===== src/rtl/prgmap_pkg.sv =====
package prgmap_pkg;
  localparam int REG_W     = 8;
  localparam int OUTER_W   = 2;
  localparam int INNER8_W  = 6;
  localparam int INNER16_W = 5;
  localparam int OFF8_W    = 13;
  localparam int OFF16_W   = 14;
  localparam int ROM_AW    = OUTER_W + INNER8_W + OFF8_W;

  typedef enum logic [1:0] {
    LAYOUT_QUAD8  = 2'd0,
    LAYOUT_DUAL16 = 2'd1,
    LAYOUT_FIXTOP = 2'd2
  } layout_e;

  function automatic logic [OUTER_W+INNER16_W-1:0] page16(
      input logic [REG_W-1:0] r, input logic [OUTER_W-1:0] o);
    return {o, r[INNER16_W-1:0]};
  endfunction

  function automatic logic [OUTER_W+INNER8_W-1:0] page8(
      input logic [REG_W-1:0] r, input logic [OUTER_W-1:0] o);
    return {o, r[INNER8_W-1:0]};
  endfunction
endpackage


===== src/rtl/prgmap_regfile.sv =====
module prgmap_regfile #(
  parameter int N = 4,
  parameter int W = 8,
  localparam int IW = $clog2(N)
) (
  input  logic                clk,
  input  logic                rst_n,
  input  logic                we,
  input  logic [IW-1:0]       idx,
  input  logic [W-1:0]        din,
  output logic [N-1:0][W-1:0] q
);
  for (genvar i = 0; i < N; i++) begin : g_reg
    always_ff @(posedge clk or negedge rst_n) begin
      if (!rst_n)                         q[i] <= '1;
      else if (we && idx == IW'(i))       q[i] <= din;
    end
  end

  p_write_lands_r9: assert property (@(posedge clk) disable iff (!rst_n)
    we |=> q[$past(idx)] == $past(din));
  p_reset_ones_r1: assert property (@(posedge clk) disable iff (!rst_n)
    $rose(rst_n) |-> q == '1);
endmodule


===== src/rtl/prgmap_layout.sv =====
module prgmap_layout
  import prgmap_pkg::*;
(
  input  logic             clk,
  input  logic             rst_n,
  input  logic [REG_W-1:0] ctl0,
  output layout_e          layout,
  output logic             xwin_en
);
  always_comb begin
    unique case (ctl0[1:0])
      2'd1:    layout = LAYOUT_DUAL16;
      2'd2:    layout = ctl0[2] ? LAYOUT_QUAD8 : LAYOUT_FIXTOP;
      default: layout = LAYOUT_QUAD8;
    endcase
    xwin_en = (layout == LAYOUT_FIXTOP) && ctl0[7];
  end

  p_xwin_only_fixtop_r7: assert property (@(posedge clk) disable iff (!rst_n)
    xwin_en |-> ctl0[1:0] == 2'd2 && !ctl0[2]);
endmodule


===== src/rtl/prgmap_xlate.sv =====
module prgmap_xlate
  import prgmap_pkg::*;
(
  input  logic                   clk,
  input  logic                   rst_n,
  input  layout_e                layout,
  input  logic                   xwin_en,
  input  logic [3:0][REG_W-1:0]  bank_q,
  input  logic [OUTER_W-1:0]     outer,
  input  logic [15:0]            cpu_addr,
  output logic [ROM_AW-1:0]      rom_addr,
  output logic                   rom_valid
);
  logic [2:0] region;
  logic [1:0] slot;
  logic [REG_W-1:0] sel16;
  logic [OUTER_W+INNER8_W-1:0] pg8;

  always_comb begin
    region    = cpu_addr[15:13];
    slot      = cpu_addr[14:13];
    sel16     = cpu_addr[14] ? bank_q[2] : bank_q[0];
    pg8       = page8(bank_q[slot], outer);
    rom_addr  = '0;
    rom_valid = 1'b0;
    if (cpu_addr[15]) begin
      rom_valid = 1'b1;
      unique case (layout)
        LAYOUT_DUAL16: rom_addr = {page16(sel16, outer), cpu_addr[OFF16_W-1:0]};
        LAYOUT_FIXTOP: rom_addr = (slot == 2'd3)
                                  ? {outer, {INNER8_W{1'b1}}, cpu_addr[OFF8_W-1:0]}
                                  : {pg8, cpu_addr[OFF8_W-1:0]};
        default:       rom_addr = {pg8, cpu_addr[OFF8_W-1:0]};
      endcase
    end else if (region == 3'd3 && xwin_en) begin
      rom_valid = 1'b1;
      rom_addr  = {page8(bank_q[3], outer), cpu_addr[OFF8_W-1:0]};
    end
  end

  p_low_invalid_r8: assert property (@(posedge clk) disable iff (!rst_n)
    cpu_addr[15:13] < 3'd3 |-> !rom_valid);
  p_xwin_off_r8: assert property (@(posedge clk) disable iff (!rst_n)
    (cpu_addr[15:13] == 3'd3 && !xwin_en) |-> !rom_valid);
  p_fixed_top_r6: assert property (@(posedge clk) disable iff (!rst_n)
    (layout == LAYOUT_FIXTOP && cpu_addr[15:13] == 3'd7) |-> rom_addr[18:13] == 6'h3F);
  p_offset16_r4: assert property (@(posedge clk) disable iff (!rst_n)
    (layout == LAYOUT_DUAL16 && cpu_addr[15]) |-> rom_valid && rom_addr[13:0] == cpu_addr[13:0]);
endmodule


===== src/rtl/prgmap_top.sv =====
module prgmap_top
  import prgmap_pkg::*;
(
  input  logic              clk,
  input  logic              rst_n,
  input  logic              wr_en,
  input  logic [15:0]       wr_addr,
  input  logic [7:0]        wr_data,
  input  logic [15:0]       cpu_addr,
  output logic [ROM_AW-1:0] rom_addr,
  output logic              rom_valid
);
  localparam int NBANK = 4;
  localparam int NCTL  = 4;

  logic bank_we, ctl_we;
  logic [NBANK-1:0][REG_W-1:0] bank_q;
  logic [NCTL-1:0][REG_W-1:0]  ctl_q;
  layout_e layout;
  logic xwin_en;

  assign bank_we = wr_en && wr_addr[15:12] == 4'h8 && !wr_addr[2];
  assign ctl_we  = wr_en && wr_addr[15:12] == 4'hD;

  prgmap_regfile #(.N(NBANK), .W(REG_W)) u_bank (
    .clk(clk), .rst_n(rst_n), .we(bank_we), .idx(wr_addr[1:0]),
    .din(wr_data), .q(bank_q));

  prgmap_regfile #(.N(NCTL), .W(REG_W)) u_ctl (
    .clk(clk), .rst_n(rst_n), .we(ctl_we), .idx(wr_addr[1:0]),
    .din(wr_data), .q(ctl_q));

  prgmap_layout u_layout (
    .clk(clk), .rst_n(rst_n), .ctl0(ctl_q[0]), .layout(layout), .xwin_en(xwin_en));

  prgmap_xlate u_xlate (
    .clk(clk), .rst_n(rst_n), .layout(layout), .xwin_en(xwin_en),
    .bank_q(bank_q), .outer(ctl_q[3][2:1]), .cpu_addr(cpu_addr),
    .rom_addr(rom_addr), .rom_valid(rom_valid));

  p_alias_ignored_r2: assert property (@(posedge clk) disable iff (!rst_n)
    (wr_en && wr_addr[15:12] == 4'h8 && wr_addr[2]) |=> $stable(bank_q));
  p_ctl_land_r3: assert property (@(posedge clk) disable iff (!rst_n)
    (wr_en && wr_addr[15:12] == 4'hD) |=> ctl_q[$past(wr_addr[1:0])] == $past(wr_data));
endmodule


===== config.mk =====
export PLATFORM = sky130hd
export DESIGN_NAME = prgmap_top
export DESIGN_NICKNAME = d
export VERILOG_FILES = /design/src/rtl/prgmap_pkg.sv /design/src/rtl/prgmap_regfile.sv /design/src/rtl/prgmap_layout.sv /design/src/rtl/prgmap_xlate.sv /design/src/rtl/prgmap_top.sv
export SDC_FILE = /design/constraint.sdc
export NUM_CORES = 1
export LEC_CHECK = 0
export ABC_AREA = 0
export BUFFER_PORTS_ARGS = -buffer_cell sky130_fd_sc_hd__buf_2
export CAP_MARGIN = 10
export CORE_UTILIZATION = 53
export CTS_CLUSTER_SIZE = 30
export DETAILED_ROUTE_END_ITERATION = 7
export PLACE_DENSITY = 0.85
export REMOVE_ABC_BUFFERS = 1
export SYNTH_ARGS = -nofsm -noshare
export SYNTH_HDL_FRONTEND = slang
export SYNTH_SLANG_ARGS = --single-unit

===== constraint.sdc =====
create_clock -name clk -period 5.5 [get_ports clk]
set_clock_uncertainty 0.15 [all_clocks]
set_input_delay 0.275 -clock clk [delete_from_list [all_inputs] [get_ports clk]]
set_output_delay 0.275 -clock clk [all_outputs]
set_load 0.005 [all_outputs]

**Word level (Yosys, flattened, before mapping)**

Cells that the tools add are included.

- Bits in registers: 43
- Input port bits: 43
- Output and inout bits: 22
- Word-level logic and storage cells: 42

- Order comparisons: 1
- Equal/unequal tests: 11
- Mux-type cells: 11
- Reduce and logical (&&, ||, !) cells: 13

Operator list:

| kind | number |
|---|---|
| $mux W21 | 2 |
| $pmux W19 S2 | 1 |
| $mux W19 | 1 |
| $bmux W8 S2 | 1 |
| $logic_and A1 B1 Y1 | 11 |
| $eq A2 B2 Y1 const B | 5 |
| $eq A4 B4 Y1 const B | 2 |
| $eq A2 B1 Y1 const B | 3 |
| $mux W6 | 1 |
| $mux W5 | 1 |
| $pmux W2 S2 | 1 |
| $eq A3 B2 Y1 const B | 1 |
| $lt A2 B3 Y1 const B | 1 |
| $logic_not A2 Y1 | 1 |
| $mux W1 | 2 |
| $mux W2 | 1 |
| $logic_not A1 Y1 | 1 |

**Logic depth before layout (Yosys ltp)**

- Word-level depth: 7
- Gate-level depth with buffers: 7
- Depth with buffers taken out: 6

**Cells and area by module**

Synthesis repeated with hierarchy kept, for this count alone.

- Cell total of the unflattened synthesis: 206
- Area total of the unflattened synthesis: 3,116.7 um^2

By module, submodules not included:

| module | times used | cells each | area an instance (um^2) | seq. area each (um^2) |
|---|---|---|---|---|
| prgmap_regfile | 2 | 68 | 1,252.5 | 840.8 |
| prgmap_xlate | 1 | 60 | 518.0 | 0.0 |
| prgmap_layout | 1 | 6 | 53.8 | 0.0 |
| prgmap_top | 1 | 4 | 40.0 | 0.0 |

**Least setup slack after synthesis**

Ideal clock, no wire load.

- Kind: register -> output
- Start point: register u_ctl.q[0] (netlist bit)
- End point: output port rom_addr[10]
- Arrival: 1,672 ps
- Data required time: 5,075 ps
- Setup slack: 3,403 ps
- Cell stages (with the launch flop): 7
- Path buffers: 1
- Path through: dfstp_2 -> inv_1 -> ha_1 -> nor4_2 -> a21oi_2 -> buf_2 -> nor2b_1

- Cells in the longest elaborated chain, start to end: 7
- Elaborated cells between the ends (all ways): 10
- Classes of those cells: 4 x eq/ne; 4 x mux; 2 x reduce/logical

RTL lines:

| item | RTL line | RTL |
|---|---|---|
| start, declared | prgmap_regfile.sv:11 | `output logic [N-1:0][W-1:0] q` |
| start signal, assigned by index | prgmap_regfile.sv:16 | `else if (we && idx == IW'(i)) q[i] <= din;` |
| $eq A2 B2 Y1 / $eq A2 B1 Y1 (equally long branches) | prgmap_layout.sv:11 | `unique case (ctl0[1:0])` |
| $pmux W2 S2 * | prgmap_layout.sv:11 |  |
| $eq A2 B2 Y1 | prgmap_layout.sv:16, prgmap_xlate.sv:28 |  |
| $logic_and A1 B1 Y1 | prgmap_layout.sv:16 | `xwin_en = (layout == LAYOUT_FIXTOP) && ctl0[7];` |
| $logic_and A1 B1 Y1 | prgmap_xlate.sv:35 | `end else if (region == 3'd3 && xwin_en) begin` |
| $mux W21 | prgmap_xlate.sv:35 |  |
| $mux W21 * | prgmap_xlate.sv:26 | `if (cpu_addr[15]) begin` |
| end, declared | prgmap_top.sv:10 | `output logic [ROM_AW-1:0] rom_addr,` |

Every way passes the cells marked *; elsewhere a longest branch is shown, timed or not.

**Worst setup path in the final report**

- Start point: register u_ctl.q[1] (netlist bit)
- End point: output port rom_addr[7]

Same word-level chain as after synthesis.

==> results by group <==
Power
  • Static Leakage: ~0.97 nW
  • Clock power share: about a quarter
  • Comb pwr share: roughly 20%
  • Total power: approximately 0.49 mW
  • Sw power: 0.1300 mW
  • Power per cell area: 232.0 nW/um^2
  • Max IR drop VDD: between 150 and 200 uV
  • Sequential power share: between 50% and 60%
  • Cell Int Power: about 0.36 mW
  • Sw Share: between 20% and 30%

Global routing
  • Vias in the first global route: between 1000 and 1500
  • GRT Overall Usage: around a quarter
  • GRT overflow: 0
  • Largest net degree at the start of global routing: 31
  • Initial antenna violation count: 0
  • Global-route wire length before repair: around 5900 um

Synthesis
  • Synthesized flop and latch total: 30
  • Post-synth EDFFs: 0
  • Mapped Avg Cell Area: ~12 um^2
  • Warnings from Yosys: 0
  • Mapped Cells: between 100 and 150
  • Yosys cell types: 37
  • Post-synthesis sequential area ratio: between 40% and 50%
  • Main synth FF type: dfstp_2
  • Async set-reset flop share out of synthesis: 100.0%
  • Netlist Area Pre-Place: around 1800 um^2

Setup path
  • Reg2Reg Depth: 1
  • Worst Path Max Fanout: 16
  • Crit Path Class: flop to primary output
  • Crit path DAT: ~2.3 ns
  • Crit. End Element: primary output
  • CP Data Required Time: just over 5 ns
  • Critical Path Source Type: flop

Route
  • Iteration count of the initial detailed-routing pass: 4
  • Vias per Instance: 5.467
  • Met2 Routed Length: approximately 2000 um
  • WL met1: around 1600 um
  • Wirelength, routed: around 3900 um
  • Initial drt markers: ~80
  • DRT antenna net count: 0
  • Avg WL per Cell: ~16 um
  • Remaining routing DRC violations: 0
  • WL met3: 185 um
  • DR vias: 1312
  • Max Used Layer: met4

Timing
  • Fin crit share: roughly 50%
  • RSZ-0062 raised after global routing: no
  • Fmax: 363.6 MHz
  • Min Tclk post-route: roughly 2.8 ns
  • Slew Limit Fails: 0
  • Final setup vio count: 0
  • TNS Setup: 0 ns
  • Relative slew slack: 56.86%
  • Final hold vios: 0
  • Final worst setup slack: 2.749 ns
  • Worst-Margin Slew: 0.6471 ns

Final layout
  • Diodes inserted: 0
  • Most frequent cells in the layout: buf_2, dfstp_2, nor2b_1, mux2_1, mux2_2
  • Area grow syn2layout: 17.59%
  • Share of layout cells above drive strength 1: between 60% and 70%
  • Commonest non-fill, non-tap cell in the layout: buf_2
  • Post-route non-filler standard cell count: 240
  • Final core occ: 67.12%
  • Final net count: 241

Placed design
  • Cells after DPL: ~230
  • Routability cong.: 0.7535
  • Pre-CTS setup slack: 3.077 ns
  • Post-DP HPWL: roughly 2900 um
  • IO Port Bufs: 54

Die
  • Die height: between 60 and 70 um
  • Die area: between 3000 and 4000 um^2
  • Initial Util: a little under three fifths
  • DIE WIDTH: between 60 and 70 um
  • # IOs: 65
  • Rows: 20
  • Core area: roughly 3100 um^2

Clock network
  • Worst-skew pair later-pin latency: roughly 0.32 ns
  • CTS sink cnt: 30
  • Post-CTS Setup Bufs: 0
  • CTS Hold Buffers Added: 0
  • CTS H-tree lvls: 2
  • CTS tree: built
  • Register clock-pin slew on the reported worst setup and hold paths: 0.08 ns
  • Clk buf depth: 2
  • Clock root cell: clkbuf_4
  • Resized cells post-CTS: 0
  • CTS buffer count: 5

Flow run
  • Max_cap viols: 0

Outcome
  • Status: finished clean

Worst hold path
  • Hold depth: 2
  • Worst hold path class: input port to flop
worst paths after layout:
path,startpoint,endpoint,slack (ns)
worst max-delay path,u_ctl.q[1],rom_addr[7],2.75
worst min-delay path,wr_data[7],u_ctl.q[7],0.04
worst max register to register,u_ctl.q[7],u_ctl.q[7],4.48
worst min register to register,u_ctl.q[2],u_ctl.q[2],0.47
max in group asynchronous,rst_n,u_bank.q[1],4.98
min in group asynchronous,rst_n,u_bank.q[4],0.17
critical path, cell delays in order (launching register included):
cell and delay [ns]:
dfstp_2 0.55, inv_1 0.04, ha_1 0.34, nor4_2 0.50, a21oi_2 0.26, nor2b_1 0.17, buf_2 0.13
synthesized netlist by cell type, types with 2 or more instances:
master,n,area (um^2)
dfstp_2,30,788.3
nor2b_1,17,106.4
mux2_1,14,157.7
mux2_2,14,157.7
nand2_1,7,26.28
mux2_4,6,90.09
a21oi_1,5,25.02
mux2i_1,5,50.05
o21ai_1,5,25.02
buf_2,3,15.01
inv_1,3,11.26
a21boi_0,2,15.01
buf_4,2,15.01
buf_6,2,22.52
ha_1,2,25.02
mux4_2,2,45.04
nand3b_1,2,15.01
nand3b_2,2,22.52
nor2_1,2,7.510
registers in the layout (all words and copies together) (netlist names):
signal and flops:
u_bank.q 24, u_ctl.q 6
metal layers:
layer  track usage (%)  vias up
met3             7.792        5
met5                 0        -
li1                  -      621
met2             40.48       35
met1             28.03      651
met4             9.967        0
layout make-up:
class	instances	area (um^2)
tap	44	55.05
clock buffer	7	45.04
fill	252	1028
inverter	3	11.26
timing repair buffer	54	270.3
sequential	30	788.3
multi-input combinational	102	929.6
power by group through the flow:
stage | Clock (mW) | Sequential (mW) | Combinational, mW
floorplan | 0 | 0.268 | 0.0572
global placement | 0 | 0.272 | 0.0932
detailed placement | 0 | 0.274 | 0.0985
CTS | 0.122 | 0.270 | 0.0989
global route | 0.135 | 0.274 | 0.108
finish | 0.118 | 0.270 | 0.0983
logic make-up (layout without fill, tap and decap cells):
family / after synthesis / count (layout) / share of synthesized area (%)
flops: 30 / 30 / 44.15
mux: 42 / 42 / 29.50
fa+ha+maj: 2 / 2 / 1.401
simple gates: 39 / 39 / 14.30
buf+inv: 11 / 64 / 3.783
compound gates: 19 / 19 / 6.867
through the flow:
| step | hold WS (ns) | instance area, um^2 |
|---|---|---|
| detailed placement | 0.3809 | 2054 |
| global placement | 0.3607 | 2054 |
| floorplan | -0.02284 | 1729 |
| finish | 0.04226 | 2100 |
| CTS | 0.03517 | 2100 |
| global route | 0.01684 | 2100 |
(Power assumes the default switching activity.)
